[config.mk]
export PLATFORM = sky130hd
export DESIGN_NAME = edge_irq_ctrl
export DESIGN_NICKNAME = d
export VERILOG_FILES = /design/src/rtl/eic_pkg.sv /design/src/rtl/eic_edge_sense.sv /design/src/rtl/eic_trigger.sv /design/src/rtl/eic_dur_timer.sv /design/src/rtl/edge_irq_ctrl.sv
export SDC_FILE = /design/constraint.sdc
export NUM_CORES = 1
export LEC_CHECK = 0
export BUFFER_PORTS_ARGS = -buffer_cell sky130_fd_sc_hd__buf_2
export CORE_MARGIN = 2
export CORE_UTILIZATION = 42
export DETAILED_ROUTE_END_ITERATION = 7
export SETUP_SLACK_MARGIN = 0.3
export SLEW_MARGIN = 10
export SYNTH_ARGS = -nofsm -noshare
export SYNTH_HDL_FRONTEND = slang
export SYNTH_HIERARCHICAL = 1
export SYNTH_SLANG_ARGS = --single-unit
[constraint.sdc]
create_clock -name clk -period 14.02 [get_ports clk]
set_input_delay 0 -clock clk [delete_from_list [all_inputs] [get_ports clk]]
set_output_delay 0 -clock clk [all_outputs]
set_load 0.01 [all_outputs]
[src/rtl/eic_pkg.sv]
package eic_pkg;

    typedef enum logic [2:0] {
        REG_ENABLE  = 3'd0,
        REG_DIR     = 3'd1,
        REG_PRESET  = 3'd2,
        REG_COUNT   = 3'd3,
        REG_CHANGED = 3'd4,
        REG_LAST    = 3'd5,
        REG_MAX     = 3'd6,
        REG_STATUS  = 3'd7
    } reg_sel_e;

    localparam int ST_OVERLAP  = 0;
    localparam int ST_CFGFAULT = 1;
    localparam int ST_ARMED    = 2;
    localparam int ST_IRQ      = 3;

endpackage

[src/rtl/eic_edge_sense.sv]
module eic_edge_sense #(
    parameter int WIDTH = 16
) (
    input  logic             clk,
    input  logic             rst_n,
    input  logic [WIDTH-1:0] pins,
    input  logic [WIDTH-1:0] enable_bits,
    input  logic [WIDTH-1:0] dir_bits,
    output logic [WIDTH-1:0] hits
);

    typedef struct packed {
        logic [WIDTH-1:0] meta;
        logic [WIDTH-1:0] sync;
        logic [WIDTH-1:0] prev;
    } sense_t;

    sense_t d, q;

    always_comb begin
        d      = q;
        d.meta = pins;
        d.sync = q.meta;
        d.prev = q.sync;
    end

    always_ff @(posedge clk) begin
        if (!rst_n) q <= '0;
        else        q <= d;
    end

    for (genvar i = 0; i < WIDTH; i++) begin : g_bit
        logic rise_w, fall_w;
        assign rise_w  = q.sync[i] & ~q.prev[i];
        assign fall_w  = ~q.sync[i] & q.prev[i];
        assign hits[i] = enable_bits[i] & (dir_bits[i] ? rise_w : fall_w);
    end

endmodule

[src/rtl/eic_trigger.sv]
module eic_trigger #(
    parameter int WIDTH = 16,
    parameter int PRE_W = 15
) (
    input  logic             clk,
    input  logic             rst_n,
    input  logic [WIDTH-1:0] hits,
    input  logic             active,
    input  logic             cnt_clr,
    input  logic [PRE_W-1:0] preset,
    input  logic             chg_clr,
    input  logic             ack,
    output logic [PRE_W:0]   count,
    output logic [WIDTH-1:0] changed,
    output logic             overlap,
    output logic             irq
);

    localparam int CNT_W = PRE_W + 1;
    localparam int NUM_W = $clog2(WIDTH + 1);

    typedef struct packed {
        logic [CNT_W-1:0] cnt;
        logic [WIDTH-1:0] acc;
        logic [WIDTH-1:0] chg;
        logic             ovl;
        logic             req;
    } trig_t;

    trig_t d, q;
    logic [NUM_W-1:0] num_hits;
    logic [CNT_W:0]   sum;
    logic [CNT_W:0]   thr;

    always_comb begin
        num_hits = '0;
        for (int i = 0; i < WIDTH; i++) begin
            num_hits = num_hits + NUM_W'(hits[i]);
        end
    end

    always_comb begin
        if (preset <= PRE_W'(1)) thr = (CNT_W+1)'(1);
        else                     thr = (CNT_W+1)'(preset);
        sum = {1'b0, q.cnt} + (CNT_W+1)'(num_hits);
    end

    always_comb begin
        d = q;
        if (ack)     d.req = 1'b0;
        if (chg_clr) d.chg = '0;
        if (cnt_clr) begin
            d.cnt = '0;
            d.acc = '0;
        end else if (active && (num_hits != '0)) begin
            if (sum >= thr) begin
                d.req = 1'b1;
                d.cnt = '0;
                d.acc = '0;
                if (d.chg != '0) d.ovl = 1'b1;
                d.chg = d.chg | q.acc | hits;
            end else begin
                d.cnt = sum[CNT_W-1:0];
                d.acc = q.acc | hits;
            end
        end
    end

    always_ff @(posedge clk) begin
        if (!rst_n) q <= '0;
        else        q <= d;
    end

    assign count   = q.cnt;
    assign changed = q.chg;
    assign overlap = q.ovl;
    assign irq     = q.req;


    count_below_thr_chk: assert property (@(posedge clk) disable iff (!rst_n)
        ({1'b0, q.cnt} < thr));


    irq_hold_chk: assert property (@(posedge clk) disable iff (!rst_n)
        (q.req && !ack) |=> q.req);


    overlap_sticky_chk: assert property (@(posedge clk) disable iff (!rst_n)
        q.ovl |=> q.ovl);


    changed_retain_chk: assert property (@(posedge clk) disable iff (!rst_n)
        !chg_clr |=> ((q.chg & $past(q.chg)) == $past(q.chg)));

endmodule

[src/rtl/eic_dur_timer.sv]
module eic_dur_timer #(
    parameter int DUR_W = 16
) (
    input  logic             clk,
    input  logic             rst_n,
    input  logic             start,
    input  logic             done,
    input  logic             tick,
    output logic [DUR_W-1:0] last_dur,
    output logic [DUR_W-1:0] max_dur
);

    typedef struct packed {
        logic             busy;
        logic [DUR_W-1:0] elapsed;
        logic [DUR_W-1:0] last;
        logic [DUR_W-1:0] peak;
    } tmr_t;

    tmr_t d, q;
    logic [DUR_W-1:0] el_next;

    always_comb begin
        el_next = q.elapsed;
        if (tick && (q.elapsed != '1)) el_next = q.elapsed + DUR_W'(1);
    end

    always_comb begin
        d = q;
        if (start) begin
            d.busy    = 1'b1;
            d.elapsed = '0;
        end else if (q.busy) begin
            d.elapsed = el_next;
            if (done) begin
                d.busy = 1'b0;
                d.last = el_next;
                if (el_next > q.peak) d.peak = el_next;
            end
        end
    end

    always_ff @(posedge clk) begin
        if (!rst_n) q <= '0;
        else        q <= d;
    end

    assign last_dur = q.last;
    assign max_dur  = q.peak;


    max_ge_last_chk: assert property (@(posedge clk) disable iff (!rst_n)
        (q.peak >= q.last));


    last_stable_chk: assert property (@(posedge clk) disable iff (!rst_n)
        !done |=> $stable(q.last));

endmodule

[src/rtl/edge_irq_ctrl.sv]
module edge_irq_ctrl #(
    parameter int IN_W  = 16,
    parameter int PRE_W = 15,
    parameter int DUR_W = 16
) (
    input  logic            clk,
    input  logic            rst_n,
    input  logic [IN_W-1:0] in_word,
    input  logic            group_ok,
    input  logic            arm,
    input  logic            wr_en,
    input  logic [2:0]      wr_addr,
    input  logic [IN_W-1:0] wr_data,
    input  logic [2:0]      rd_addr,
    output logic [IN_W-1:0] rd_data,
    input  logic            tick_ms,
    input  logic            hdl_start,
    input  logic            hdl_done,
    output logic            irq
);
    import eic_pkg::*;

    localparam int CNT_W = PRE_W + 1;

    typedef struct packed {
        logic [IN_W-1:0]  en_bits;
        logic [IN_W-1:0]  dir_bits;
        logic [PRE_W-1:0] preset;
        logic             armed;
        logic             cfg_fault;
    } cfg_t;

    cfg_t d, q;

    logic [IN_W-1:0]  hits;
    logic [CNT_W-1:0] count;
    logic [IN_W-1:0]  changed;
    logic             overlap;
    logic             irq_w;
    logic [DUR_W-1:0] last_dur, max_dur;
    logic             wr_enable, wr_preset, chg_clr, active;

    assign wr_enable = wr_en && (wr_addr == REG_ENABLE);
    assign wr_preset = wr_en && (wr_addr == REG_PRESET);
    assign chg_clr   = wr_en && (wr_addr == REG_CHANGED) && (wr_data == '0);
    assign active    = q.armed && !q.cfg_fault;

    always_comb begin
        d = q;
        if (wr_enable) d.en_bits = wr_data;
        if (wr_en && (wr_addr == REG_DIR)) d.dir_bits = wr_data;
        if (wr_preset) d.preset = wr_data[PRE_W-1:0];
        if (arm) begin
            if (group_ok) begin
                d.armed = 1'b1;
            end else begin
                d.armed     = 1'b0;
                d.cfg_fault = 1'b1;
            end
        end
    end

    always_ff @(posedge clk) begin
        if (!rst_n) q <= '0;
        else        q <= d;
    end

    eic_edge_sense #(.WIDTH(IN_W)) u_sense (
        .clk         (clk),
        .rst_n       (rst_n),
        .pins        (in_word),
        .enable_bits (q.en_bits),
        .dir_bits    (q.dir_bits),
        .hits        (hits)
    );

    eic_trigger #(.WIDTH(IN_W), .PRE_W(PRE_W)) u_trig (
        .clk     (clk),
        .rst_n   (rst_n),
        .hits    (hits),
        .active  (active),
        .cnt_clr (wr_enable || wr_preset),
        .preset  (q.preset),
        .chg_clr (chg_clr),
        .ack     (hdl_start),
        .count   (count),
        .changed (changed),
        .overlap (overlap),
        .irq     (irq_w)
    );

    eic_dur_timer #(.DUR_W(DUR_W)) u_timer (
        .clk      (clk),
        .rst_n    (rst_n),
        .start    (hdl_start),
        .done     (hdl_done),
        .tick     (tick_ms),
        .last_dur (last_dur),
        .max_dur  (max_dur)
    );

    assign irq = irq_w;

    always_comb begin
        rd_data = '0;
        case (rd_addr)
            REG_ENABLE:  rd_data = q.en_bits;
            REG_DIR:     rd_data = q.dir_bits;
            REG_PRESET:  rd_data = IN_W'(q.preset);
            REG_COUNT:   rd_data = IN_W'(count);
            REG_CHANGED: rd_data = changed;
            REG_LAST:    rd_data = IN_W'(last_dur);
            REG_MAX:     rd_data = IN_W'(max_dur);
            default: begin
                rd_data[ST_OVERLAP]  = overlap;
                rd_data[ST_CFGFAULT] = q.cfg_fault;
                rd_data[ST_ARMED]    = q.armed;
                rd_data[ST_IRQ]      = irq_w;
            end
        endcase
    end


    cfg_sticky_chk: assert property (@(posedge clk) disable iff (!rst_n)
        q.cfg_fault |=> q.cfg_fault);


    no_irq_inactive_chk: assert property (@(posedge clk) disable iff (!rst_n)
        !active |=> !$rose(irq_w));

endmodule

==> results.ini <==
[run_status]
outcome = completed

[worst_setup_path]
setup.worst_path.start_class = flop
cp.required_ns = 14.31
crit_type = reg2reg
reg2reg_from = q[17]
r2r_setup_slack_ns = 7.06
regToRegEndpoint = u_trig/q[19]
r2r_cells = 23
cp_max_fo = 16
crit_arrival_ns = 7.25
crit_start = q[17]
crit_path_end_kind = flop

[sta]
slew_viol_final = 0
worst_pin_slew_ns = 1.15
max_freq_ghz = 0.144
fin_crit_sh_pct = 49.6
finalHoldViolCount = 0
layout_setup_ws_ns = 7.06
tns_ns = 0
grt_setup_unrepaired = no
slew_headroom_pct = 23.4
setup_viol = 0
clock_skew_ns = 0.0145
period_needed_ns = 6.96

[drt]
wire_per_inst_um = 18.8
first_iter_violations = 685
vias = 9259
drt_first_pass_iters = 5
antenna_left = 0
viasPerCell = 5.57
routed_wl_um = 31300
drc = 0

[die]
row_count = 60
die_area_mm2 = 0.0283
io_pins = 63
core_mm2 = 0.0267
die_y_um = 168
start_util_pct = 42.3
die_x_um = 168

[pwr]
seqPwrFrac_pct = 49.0
peakVddDrop_mv = 0.0806
finalPower_uw = 1170
power_frac_clock_pct = 42.6
combPwrFrac_pct = 8.3
power_switching_uw = 312
switching_share_pct = 26.6
power_density_mw_per_mm2 = 96.1
p_int_uw = 862
leakage_uw = 0.00475

[finish]
design_area_mm2 = 0.0122
nFillCells = 2657
nets = 1408
final_cell_mix = dfxtp_1, nand2_1, inv_1, nor2_1, buf_2
area_growth_pct = 7.95
insertedDiodeCount = 0
drive_gt1_share_pct = 12.9
final_common_cell = dfxtp_1

[grt]
grt_pass1_wl_um = 48700
antenna_found_initial = 0
grtUsageTotal_pct = 22.0
grt_overflow = 0
grt_pass1_vias = 8641
grt_start_max_net_pins = 91

[clock_tree]
post_cts_buffers = 0
clk_pin_slew_worst_paths_ns = 0.08
ctsResizeCount = 0
cts.sinks = 196
cts_root_buffer = clkbuf_16
htreeDepth = 4
clock_latency_ns = 0.44
clk_path_buf_depth = 2
cts_buffers = 17
cts_tree = yes

[yosys]
synth-adder-area-share_pct = 6.59
synth_cell_types = 88
ys.flop_type = dfxtp_1
syn_area_mm2 = 0.0113
synth_async_sr_flop_share_pct = 0
yosys.area_share.simple_pct = 25.4
synth_seq_area_share_pct = 34.7
syn_nets = 1414
yosys_warnings = 6
synth_compound_area_share_pct = 17.0
postSynthAreaPerCell_um2 = 8.60
synth_edf_count = 0
synth-seq-cells = 196
synth_xor_area_share_pct = 1.94
synthMuxAreaShare_pct = 4.01
synth_top_family_by_area = simple AND/OR/NAND/NOR gates
syn_inst = 1315

[worst_hold_path]
hold_path_class = in2reg
holdPathEnd = u_timer/q[32]
whs_path_depth = 4
min_from = tick_ms

[placement]
dp_slack_ns = 7.15
place_area_mm2 = 0.0112
port_buffers = 62
dp.final_hpwl_um = 22700
routabilityCongestion = 0.908

[run]
maxCapViolCount = 0

[metal layers]
layer / vias to the layer above / wire (um) / part of all wire [%] / track usage [%]
li1: 4516 / - / - / -
met3: 43 / 1500 / 4.8 / 3.10
met2: 238 / 14500 / 46 / 35.6
met1: 4462 / 14600 / 47 / 30.1
met4: 0 / 727 / 2.3 / 7.46
met5: - / 0 / 0 / 0
[worst max-delay path by stage]
stage,end,slack (ns)
2_1_floorplan,u_trig/q[23],7.88
3_3_place_gp,u_trig/q[33],7.31
3_5_place_dp,u_trig/q[18],7.15
4_1_cts,u_trig/q[19],7.12
5_1_grt,u_trig/q[21],6.68
6_report,u_trig/q[19],7.06
[cell families (layout without fill, tap and decap cells)]
family / after synthesis / count (layout)
simple gates: 530 / 530
compound gates: 256 / 256
buf+inv: 211 / 217
flops: 196 / 196
fa+ha+maj: 53 / 53
mux: 44 / 44
xor+xnor: 25 / 25
[state kept, by name, summed over array words and instances (netlist names)]
register          flops
u_timer/last_dur     16
u_trig/overlap        1
u_trig/irq            1
u_sense/d            32
u_timer/q            17
u_timer/max_dur      16
u_trig/q             16
u_trig/changed       16
u_trig/count         16
u_sense/q            16
q                    49
[worst max-delay path, stage by stage, from the launching register on]
cell and delay [ns]:
dfxtp_1 0.33, nand4bb_1 0.19, nand2_1 0.11, inv_1 0.07, fa_1 0.60, fa_1 0.46
fa_1 0.49, fa_1 0.49, inv_1 0.04, ha_1 0.19, fa_1 0.54, inv_1 0.07
fa_1 0.46, nor2b_4 0.15, o31a_1 0.28, or2_4 0.21, nand3_1 0.10, xnor2_1 0.18
ha_1 0.32, nand4_1 0.08, a211oi_1 0.48, a211oi_4 0.23, a21oi_4 0.59, nor3_1 0.13
[synthesized netlist by cell type (all sizes together), types with 11 or more instances]
cell type / instances / area (um^2)
and3: 12 / 75.1
clkbuf: 27 / 104
buf: 107 / 787
and2: 61 / 382
nor2b: 14 / 95.1
dfxtp: 196 / 3920
a21boi: 51 / 428
nor2: 72 / 273
a21oi: 62 / 325
mux2i: 42 / 420
o21ai: 39 / 225
nand4: 20 / 138
ha: 42 / 526
inv: 77 / 289
o221ai: 11 / 96.3
nand3: 17 / 90.1
or2: 15 / 96.3
nand2: 182 / 683
fa: 11 / 220
nor4: 16 / 106
nand2b: 11 / 76.3
nand4b: 16 / 140
nand4bb: 16 / 180
xnor2: 17 / 149
nor3: 58 / 355
[power groups by stage]
| stage | Sequential, uW | Combinational (uW) | Clock (uW) |
|---|---|---|---|
| 2_1_floorplan | 585 | 62.5 | 0 |
| 3_3_place_gp | 588 | 88.5 | 0 |
| 3_5_place_dp | 589 | 88.7 | 0 |
| 4_1_cts | 576 | 96.9 | 510 |
| 5_1_grt | 577 | 106 | 531 |
| 6_report | 576 | 97.9 | 501 |
[what timing repair did]
action	CTS	global route
hold buffers	37	0
endpoints found under the setup margin	0	0
hold endpoints to repair	67	0
[through the flow]
step	util [%]	instances	hold slack [ns]
3_5_place_dp	42.1	1594	0.206
3_3_place_gp	42.1	1594	0.200
2_1_floorplan	-	1315	0.117
6_report	45.7	1662	0.0192
4_1_cts	45.7	1662	0.00730
5_1_grt	45.7	1662	0.0564
[final cells by class]
class	instances	area, um^2	area share, %
multi-input combinational	908	6210	50.9
sequential	196	3920	32.1
timing repair buffer	109	758	6.21
tap	341	427	3.49
clock buffer	17	425	3.48
inverter	77	289	2.37
clock inverter	14	180	1.48
No activity file was read; power rests on OpenSTA's default activity.
